[src/rtl/page_commit_pkg.sv]
package page_commit_pkg;

  typedef enum logic {
    CM_IDLE = 1'b0,
    CM_PROG = 1'b1
  } cm_state_t;

  // A row belongs to the protected region when it is in the top quarter.
  function automatic bit in_top_quarter(input int unsigned row, input int unsigned rows);
    return row >= (rows - rows / 4);
  endfunction

  // Flat byte address of a (row, column) pair.
  function automatic int unsigned flat_addr(input int unsigned row, input int unsigned col,
                                            input int unsigned page_bytes);
    return row * page_bytes + col;
  endfunction

endpackage

[src/rtl/page_store.sv]
module page_store #(
  parameter int PAGE_BYTES = 32,
  parameter int DATA_W     = 8,
  localparam int COL_W     = $clog2(PAGE_BYTES)
) (
  input  logic              clk,
  input  logic              rst_n,
  input  logic              wr_en,
  input  logic [COL_W-1:0]  wr_col,
  input  logic [DATA_W-1:0] wr_data,
  input  logic              clr,
  input  logic [COL_W-1:0]  rd_col,
  output logic [DATA_W-1:0] rd_data,
  output logic              rd_valid,
  output logic              any_valid
);

  logic [DATA_W-1:0]     slot_data [PAGE_BYTES];
  logic [PAGE_BYTES-1:0] slot_vld;

  for (genvar g = 0; g < PAGE_BYTES; g++) begin : g_slot
    wire hit = wr_en && (wr_col == COL_W'(g));

    always_ff @(posedge clk) begin
      if (!rst_n) begin
        slot_vld[g]  <= 1'b0;
        slot_data[g] <= '0;
      end else if (clr) begin
        slot_vld[g]  <= 1'b0;
      end else if (hit) begin
        slot_vld[g]  <= 1'b1;
        slot_data[g] <= wr_data;
      end
    end
  end

  assign rd_data   = slot_data[rd_col];
  assign rd_valid  = slot_vld[rd_col];
  assign any_valid = |slot_vld;

endmodule

[src/rtl/commit_engine.sv]
module commit_engine
  import page_commit_pkg::*;
#(
  parameter int PAGE_BYTES  = 32,
  parameter int PROG_CYCLES = 64,
  localparam int COL_W      = $clog2(PAGE_BYTES),
  localparam int CNT_W      = $clog2(PROG_CYCLES + 1)
) (
  input  logic             clk,
  input  logic             rst_n,
  input  logic             start,
  output logic             busy,
  output logic             scan_active,
  output logic [COL_W-1:0] scan_col,
  output logic             done
);

  cm_state_t        state;
  logic [CNT_W-1:0] cnt;

  localparam logic [CNT_W-1:0] LAST = CNT_W'(PROG_CYCLES - 1);
  localparam logic [CNT_W-1:0] SCAN = CNT_W'(PAGE_BYTES);

  always_ff @(posedge clk) begin
    if (!rst_n) begin
      state <= CM_IDLE;
      cnt   <= '0;
    end else begin
      unique case (state)
        CM_IDLE: if (start) begin
          state <= CM_PROG;
          cnt   <= '0;
        end
        CM_PROG: if (cnt == LAST) begin
          state <= CM_IDLE;
          cnt   <= '0;
        end else begin
          cnt <= cnt + 1'b1;
        end
        default: state <= CM_IDLE;
      endcase
    end
  end

  assign busy        = (state == CM_PROG);
  assign scan_active = busy && (cnt < SCAN);
  assign scan_col    = cnt[COL_W-1:0];
  assign done        = busy && (cnt == LAST);

endmodule

[src/rtl/page_commit_ctrl.sv]
module page_commit_ctrl
  import page_commit_pkg::*;
#(
  parameter int PAGE_BYTES  = 32,
  parameter int MEM_BYTES   = 8192,
  parameter int DATA_W      = 8,
  parameter int PROG_CYCLES = 64,
  localparam int COL_W      = $clog2(PAGE_BYTES),
  localparam int ADDR_W     = $clog2(MEM_BYTES),
  localparam int ROW_W      = ADDR_W - COL_W,
  localparam int ROWS       = MEM_BYTES / PAGE_BYTES
) (
  input  logic              clk,
  input  logic              rst_n,
  input  logic              byte_stb,
  input  logic [COL_W-1:0]  byte_col,
  input  logic [DATA_W-1:0] byte_data,
  input  logic [ROW_W-1:0]  page_row,
  input  logic              stop_pulse,
  input  logic              wp,
  output logic              busy,
  output logic              mem_we,
  output logic [ADDR_W-1:0] mem_addr,
  output logic [DATA_W-1:0] mem_wdata
);

  logic [ROW_W-1:0]  row_q;
  logic              any_valid;
  logic              rd_valid;
  logic [DATA_W-1:0] rd_data;
  logic [COL_W-1:0]  scan_col;
  logic              scan_active;

  // Named events for the checker.
  logic accept_byte;
  logic stop_seen;
  logic row_locked;
  logic commit_start;
  logic commit_blocked;
  logic commit_done;

  assign accept_byte    = byte_stb && !busy && !stop_pulse;
  assign stop_seen      = stop_pulse && !busy;
  assign row_locked     = wp && in_top_quarter(int'(row_q), ROWS);
  assign commit_start   = stop_seen && any_valid && !row_locked;
  assign commit_blocked = stop_seen && any_valid && row_locked;

  always_ff @(posedge clk) begin
    if (!rst_n)           row_q <= '0;
    else if (accept_byte) row_q <= page_row;
  end

  page_store #(.PAGE_BYTES(PAGE_BYTES), .DATA_W(DATA_W)) u_store (
    .clk       (clk),
    .rst_n     (rst_n),
    .wr_en     (accept_byte),
    .wr_col    (byte_col),
    .wr_data   (byte_data),
    .clr       (commit_blocked || commit_done),
    .rd_col    (scan_col),
    .rd_data   (rd_data),
    .rd_valid  (rd_valid),
    .any_valid (any_valid)
  );

  commit_engine #(.PAGE_BYTES(PAGE_BYTES), .PROG_CYCLES(PROG_CYCLES)) u_engine (
    .clk         (clk),
    .rst_n       (rst_n),
    .start       (commit_start),
    .busy        (busy),
    .scan_active (scan_active),
    .scan_col    (scan_col),
    .done        (commit_done)
  );

  assign mem_we    = scan_active && rd_valid;
  assign mem_addr  = ADDR_W'(flat_addr(int'(row_q), int'(scan_col), PAGE_BYTES));
  assign mem_wdata = rd_data;

endmodule

[config.mk]
export PLATFORM = sky130hd
export DESIGN_NAME = page_commit_ctrl
export DESIGN_NICKNAME = d
export VERILOG_FILES = /design/src/rtl/page_commit_pkg.sv /design/src/rtl/page_store.sv /design/src/rtl/commit_engine.sv /design/src/rtl/page_commit_ctrl.sv
export SDC_FILE = /design/constraint.sdc
export NUM_CORES = 1
export LEC_CHECK = 0
export ABC_AREA = 0
export CAP_MARGIN = 20
export CORE_MARGIN = 1.5
export CORE_UTILIZATION = 50
export DETAILED_ROUTE_END_ITERATION = 7
export HOLD_SLACK_MARGIN = 0.12
export PLACE_DENSITY = 0.79
export SYNTH_ARGS = -nofsm -noshare
export SYNTH_HDL_FRONTEND = slang
export SYNTH_SLANG_ARGS = --single-unit
[constraint.sdc]
create_clock -name clk -period 4.5 [get_ports clk]
set_input_delay 0.9 -clock clk [delete_from_list [all_inputs] [get_ports clk]]
set_output_delay 0.9 -clock clk [all_outputs]
set_load 0.005 [all_outputs]
# == Word level (Yosys, flattened, before mapping) ==
# Memory sizes are Yosys's and may differ from the RTL's. A register that Yosys moved wholly into a read port is not among the register bits.
# Cells that the tools add are included.
# op_classes
n_reduce_logical,49
magnitude_cmp,3
bitwise_logic,34
n_eq_ne,33
add_sub_neg,2
muxes,171
# ops
cell,count
8-bit two-way mux,32
1-bit two-way mux,132
"5-bit equality test, second input constant",16
1-bit logical AND,42
"5-bit by 4-bit equality test with 1-bit output, second input constant",8
1-bit OR,32
32-bit OR reduction,1
"5-bit by 3-bit equality test with 1-bit output, second input constant",4
7-bit two-way mux,2
7-bit case mux with 2 select lines,1
13-bit by 5-bit adder with 13-bit output,1
"5-bit by 2-bit equality test with 1-bit output, second input constant",2
5-bit two-way mux,2
"8-bit >= comparator, second input constant",1
"7-bit by 1-bit adder with 7-bit output, second input constant",1
"7-bit by 6-bit equality test with 1-bit output, second input constant",1
"7-bit by 6-bit less-than comparator with 1-bit output, second input constant",1
"5-bit by 6-bit less-than comparator with 1-bit output, second input constant",1
1-bit binary-select mux with 5-bit select,1
"5-bit by 1-bit equality test with 1-bit output, second input constant",1
5-bit zero test,1
1-bit zero test,3
"2-bit inequality test, second input constant",1
1-bit inverter,2
3 further kinds,3
# word_totals
ram_bits,256
mem_count,1
word_cells,328
register_bits,48
output_inout_bits,23
# mem_list
name,depth,width,read_ports,rd_ports_with_merged_regs,write_ports,line,source
u_store.slot_data,32,8,1,1,32,page_store.sv:18,logic [DATA_W-1:0] slot_data [PAGE_BYTES];

# == Longest topological paths before layout ==
# Gate-level depths: netlist (run 1).
# depth
ltp_word,9
depth_mapped,8
ltp_nobuf,5

# == Modules after synthesis ==
# From an unflattened synthesis (run 1), not the netlist that was laid out.
# unflattened
hier_cells,927
area_unflattened_um2,13945.9
# by_module_without_submodules
module,seq_area_each_um2,cells_per_inst,n_inst,area_per_inst_um2
page_store,8328.0,832,1,13110.1
commit_engine,160.2,54,1,462.9
page_commit_ctrl,160.2,41,1,372.9

# == Worst setup path after synthesis (run 1) ==
# Ideal clock, no wire load.
# synth_timing
path_kind,input to register
startpoint,input port stop_pulse
endpoint,memory u_store.slot_data[19][0] (enable)
required_time_ns,4.116
arrival_ns,2.459
setup_ns,0.384
setup_slack_ns,1.657
path_stages,6
cell_sequence,nand2b_1 -> clkbuf_2 -> nor2_4 -> nand2_1 -> clkbuf_1 -> o21ai_0
# synth_lines
element,line,source
from (decl),page_commit_ctrl.sv:19,"input logic stop_pulse,"
to (decl),page_store.sv:18,

==> results of run 1 <==
[final timing paths]
kind / endpoint / slack [ns] / depth (start not counted)
worst max register to register: u_store.slot_data[26][2] / 1.79 / 4
worst max-delay path: mem_wdata[5] / 0.34 / 6
worst min register to register: u_engine.cnt[6] / 0.49 / 2
worst min-delay path: u_engine.cnt[6] / 0.49 / 2
[layer usage]
layer,global-route usage,vias to the layer above,wire [um],part of all wire
met3,0.0410,72,2650,0.081
met5,0,-,0,0
met4,0.0839,0,971,0.030
met2,0.391,473,16000,0.49
li1,-,3939,-,-
met1,0.310,4464,12900,0.40
[through the flow]
| stage | utilization | hold WS, ns |
|---|---|---|
| finish | 0.582 | 0.487 |
| global route | 0.582 | 0.510 |
| CTS | 0.582 | 0.467 |
| detailed placement | 0.543 | 0.457 |
| global placement | 0.543 | 0.449 |
| floorplan | - | 0.435 |
[power groups by stage]
stage | clock network [uW] | registers (uW) | logic, uW
6_report | 2580 | 3240 | 415
5_1_grt | 2700 | 3250 | 444
4_1_cts | 2590 | 3240 | 413
3_5_place_dp | 0 | 3300 | 411
3_3_place_gp | 0 | 3290 | 402
2_1_floorplan | 0 | 3260 | 281
[cell families after synthesis]
kind of cell / count (synthesis) / share of synthesized area
muxes: 107 / 0.143
AOI/OAI and AO/OA: 113 / 0.0464
adders and majority gates: 1 / 0.000906
xor gates and xnor gates: 1 / 0.000635
buffers and inverters: 95 / 0.0374
and+or+nand+nor: 418 / 0.138
DFF: 309 / 0.634
[worst reg2reg max path: stages (launching register included)]
cell     delay, ns
dfxtp_1       0.56
nor2_4        0.43
nand2_1       0.40
o21ai_0       0.77
buf_4         0.27
[final cells by class]
class / instances / area share
timing repair buffer: 108 / 0.0600
clock inverter: 13 / 0.00963
tap: 341 / 0.0271
sequential: 309 / 0.557
multi-input combinational: 640 / 0.289
clock buffer: 43 / 0.0560
inverter: 4 / 0.000955
[registers in the layout, summed over array words and instances (netlist names), named ones only]
| register | cells |
|---|---|
| u_engine.cnt | 7 |
| u_engine.busy | 1 |
| u_store.slot_vld | 32 |
| u_store.slot_data | 256 |
| row_q | 8 |
[cell usage after synthesis (3+ instances only)]
cell	count
buf_1	3
nor4_1	10
a221oi_1	8
buf_2	13
nor2_1	261
nand2_1	21
nor2b_1	15
o21ai_0	53
inv_1	3
a21oi_1	35
nand2b_1	8
nand2_2	16
nand3b_1	4
nand3_1	12
buf_6	14
nor3_1	40
nor2_2	16
edfxtp_1	256
dfxtp_1	53
buf_4	10
mux2i_1	33
clkbuf_1	50
o21a_1	10
mux4_2	72
==> impl_results.md, run 1 <==
- Run status: complete, no violations
- Pin count of the biggest net entering global routing: 45
- # resized after CTS: 0
- Latest clock arrival within the worst-skew pair: 0.59 ns
- Critical Path Source Type: flop
- CP top delay family: buffers and inverters
- Total net switching power: 1380 uW
- Worst path arrival time: 3.26 ns
- Netlist Area Pre-Place: 13800 um2
- Slew Viols, Final: 0
- Critical path fanouts, max: 32
- Proportion of power drawn by combinational gates: 0.067
- Number of H-tree levels: 1
- Clk slew on worst S/H paths: 0.07 ns
- #FFs+latches synth: 309
- Most common cell after layout, fill and taps aside: nor2_1
- Max Buffers Root-to-Sink: 3
- Antenna violations before repair: 0
- Share of the synthesized area in the top cell type: 0.557
- Hold Violations, Final: 0
- Clock sink count: 309
- LEAKAGE: 0.00507 uW
- Clk_skew: 0.0290 ns
- Area of the die: 28600 um2
- Remaining global-route overflow: 0
- Reg power frac: 0.520
- Hpwl dp: 21600 um
- Via density: 6.14
- Iteration-0 DRC Markers: 866
- Post-synth net total: 1071
- CP Capture Type: output pin
- WL/cell: 22.3 um
- Hold path startpoint: u_engine.cnt[6]
- Class of the tightest hold or removal check: reg2reg
- F_max: 240 MHz
- Max-Cap Viols: 0
- Area growth from synthesis to layout: 13.9%
- Hold buffers post-CTS: 0
- Most frequent cells in the layout: nor2_1, edfxtp_1, mux4_2, buf_4, o21ai_0
- Share of layout cells above drive strength 1: 0.202
- Slew headroom: 0.426
- Clock power share: 0.413
- Dominant cell type by area after synthesis: edfxtp_1
- Clock period minus worst slack: 4.16 ns
- Worst-Margin Slew: 0.859 ns
- Crit Path Category: reg2out
- Setup Buffers After CTS: 0
- Root buffer cell: clkbuf_16
- DR pass1 iterations: 7
- Placed Area: 14700 um2
- Fin nets: 1120
- Final setup viols: 0
- Cell Pwr Density: 396 nW/um2
- Setup TNS: 0 ns
- Peak supply drop: 0.311 mV
- EDFF count, synth: 256
- Fillers: 2035
- Syn. warnings: 0
- Finished Layout Cells: 1458
- DR vias: 8948
- Mean cell area of the mapped netlist: 13.2 um2
- Gpl congestion: 0.858
- # IOs: 49
- First-pass GRT wire length: 51200 um
- Pre-CTS WS: 0.769 ns
- Asr flop ratio synth: 0
- CP peak stage delay: 0.68 ns
- Slowest cell on crit path: dfxtp_4
- Port Buffers: 48
- Chip Width: 169 um
- Unique masters post-synth: 45
- CTS tree: done
- Req. time, crit path: 3.60 ns
- Cell count after synthesis: 1044
- Ys flop type: edfxtp_1
- Cell area after layout: 15700 um2
- Switching share of power: 0.221
- GRT Overall Usage: 0.234
- Total Wirelength: 32600 um
- Antenna-violating nets left: 0
- Area occupied by multi-input gates: 4540 um2
- Row Count: 60
- Diodes inserted: 0
- Inst Count DP: 1402
- Register area share after synthesis: 0.634
- CTS Buf Count: 30
- RR Startpoint: u_engine.busy
- Worst setup margin: 0.340 ns
- Sequential cell area: 8760 um2
- Synth area leaders: edfxtp_1, mux4_2, dfxtp_1
- Worst path cell trace: buf_12, mux4_2, mux2i_1, o21ai_0, o21a_1, clkdlybuf4s50_1
- Pwr Total: 6230 uW
- Number of global-route vias before repair: 9052
- Pint: 4850 uW
- Tcrit/Tclk final: 0.924
- Starting density of the core: 0.511
- Core region area: 27000 um2
- Die Height: 169 um
- RSZ-0062 raised after global routing: no
- CP Buf/Inv Count: 2
- # DRC: 0
Note: power is estimated with default switching activity, not from simulation.
==> run 2: changes to the inputs <==
--- a/config.mk
+++ b/config.mk
@@ -7,7 +7,7 @@
 export LEC_CHECK = 0
 export ABC_AREA = 0
 export CAP_MARGIN = 20
-export CORE_MARGIN = 1.5
+export CORE_MARGIN = 1
 export CORE_UTILIZATION = 50
 export DETAILED_ROUTE_END_ITERATION = 7
 export HOLD_SLACK_MARGIN = 0.12
==> run 2 against run 1 <==
Compared with the run above:
- core utilization shrank 0.42 points
- setup slack improved by 0.066 ns
- clock-buffer cell count down 1
==> impl_results.md, run 2 (synthesis results as in run 1) <==
- CP top delay family: buffers and inverters
- Diodes inserted: 0
- Hold buffers post-CTS: 0
- Final setup viols: 0
- Max reg flops: 256
- Clk slew on worst S/H paths: 0.06 ns
- Row Count: 60
- Cell Pwr Density: 384 nW/um2
- DR vias: 8930
- # resized after CTS: 0
- Finished Layout Cells: 1455
- Run status: complete, no violations
- Setup TNS: 0 ns
- Biggest register: u_store.slot_data
- Critical Path Source Type: flop
- Hold Violations, Final: 0
- Area growth from synthesis to layout: 13.1%
- Total Wirelength: 32300 um
- Max-Cap Viols: 0
- Fin nets: 1118
- Class of the tightest hold or removal check: reg2reg
- Final core utilization: 0.577
- CP peak stage delay: 0.70 ns
- Setup Buffers After CTS: 0
- # DRC: 0
- Worst path arrival time: 3.19 ns
- Worst path cell trace: buf_12, mux4_2, mux2i_1, o21ai_0, o21a_1, clkdlybuf4s50_1
- F_max: 244 MHz
- Via density: 6.14
- Peak supply drop: 0.293 mV
- Share of layout cells above drive strength 1: 0.198
- Number of H-tree levels: 1
- Largest regs: u_store.slot_data x256, u_store.slot_vld x32, row_q x8
- Critical path fanouts, max: 32
- Hold Path Depth: 2
- RR Startpoint: u_engine.busy
- Gpl congestion: 0.840
- CTS tree: done
- RSZ-0062 raised after global routing: no
- Port Buffers: 48
- Number of global-route vias before repair: 9011
- Remaining global-route overflow: 0
- Iteration-0 DRC Markers: 1002
- Crit Path Category: reg2out
- Most common cell after layout, fill and taps aside: nor2_1
- Clk_skew: 0.00910 ns
- Pwr Total: 5990 uW
- Hpwl dp: 21300 um
- Slowest cell on crit path: dfxtp_4
- Req. time, crit path: 3.60 ns
- DR pass1 iterations: 7
- CP Capture Type: output pin
- R2r worst-path depth: 5
- Inst Count DP: 1401
- Register-to-register setup slack: 2.07 ns
- Endpoint, Worst Hold: u_engine.cnt[6]
- Hold path startpoint: u_engine.cnt[6]
- Fillers: 2060
- Clock sink count: 309
- Worst-Margin Slew: 0.831 ns
- Die Height: 168 um
- CTS Buf Count: 29
- Core region area: 27000 um2
- Tcrit/Tclk final: 0.910
- R2R Path End: u_store.slot_data[24][7]
- Area of the die: 28300 um2
- # IOs: 49
- Latest clock arrival within the worst-skew pair: 0.55 ns
- Pin count of the biggest net entering global routing: 45
- First-pass GRT wire length: 51100 um
- Chip Width: 168 um
- GRT Overall Usage: 0.235
- LEAKAGE: 0.00501 uW
- Slew Viols, Final: 0
- Starting density of the core: 0.511
- Max Buffers Root-to-Sink: 3
- Slew headroom: 0.445
- WL/cell: 22.2 um
- Worst setup margin: 0.406 ns
- Root buffer cell: clkbuf_16
- Antenna violations before repair: 1
- Pre-CTS WS: 0.964 ns
- Antenna-violating nets left: 0
- Most frequent cells in the layout: nor2_1, edfxtp_1, mux4_2, buf_4, o21ai_0
- Clock period minus worst slack: 4.09 ns
- CP Buf/Inv Count: 2
## run 2: layout make-up
type | instances | area, um2 | area share
timing repair buffer | 107 | 948 | 0.0608
clock inverter | 12 | 66.3 | 0.00425
tap | 341 | 427 | 0.0273
sequential | 309 | 8760 | 0.561
clock buffer | 42 | 846 | 0.0542
multi-input combinational | 640 | 4540 | 0.291
inverter | 4 | 15.0 | 0.000962
## run 2: worst max-delay path by stage
stage	slack (ns)	endpoint	startpoint	cells after the start
6_report	0.41	mem_wdata[0]	flop	6
5_1_grt	0.20	mem_wdata[5]	flop	6
4_1_cts	0.38	mem_wdata[0]	flop	6
3_5_place_dp	0.96	mem_wdata[5]	flop	6
3_3_place_gp	0.97	mem_wdata[0]	flop	6
2_1_floorplan	1.66	u_store.slot_data[19][0]	stop_pulse	6
## run 2: power by group
part	internal (uW)	switching, uW
logic	191	226
registers	3180	57.9
clock network	1300	1030
## run 2: metal layers
layer,track usage,up-vias,wire length [um]
met5,0,-,0
met4,0.0822,0,926
met3,0.0341,63,2720
met2,0.397,481,16100
met1,0.313,4458,12500
li1,-,3928,-
## run 2: worst register-to-register path: stages (launching register included)
cell	delay (ns)
dfxtp_1	0.58
nor2_4	0.43
nand2_1	0.09
buf_4	0.21
o21ai_0	0.57
buf_4	0.27
## run 2: per-stage QoR
| step | hold slack, ns | area (um2) |
|---|---|---|
| finish | 0.474 | 15600 |
| global route | 0.485 | 15600 |
| CTS | 0.466 | 15600 |
| detailed placement | 0.456 | 14700 |
| global placement | 0.446 | 14700 |
| floorplan | 0.435 | 13800 |
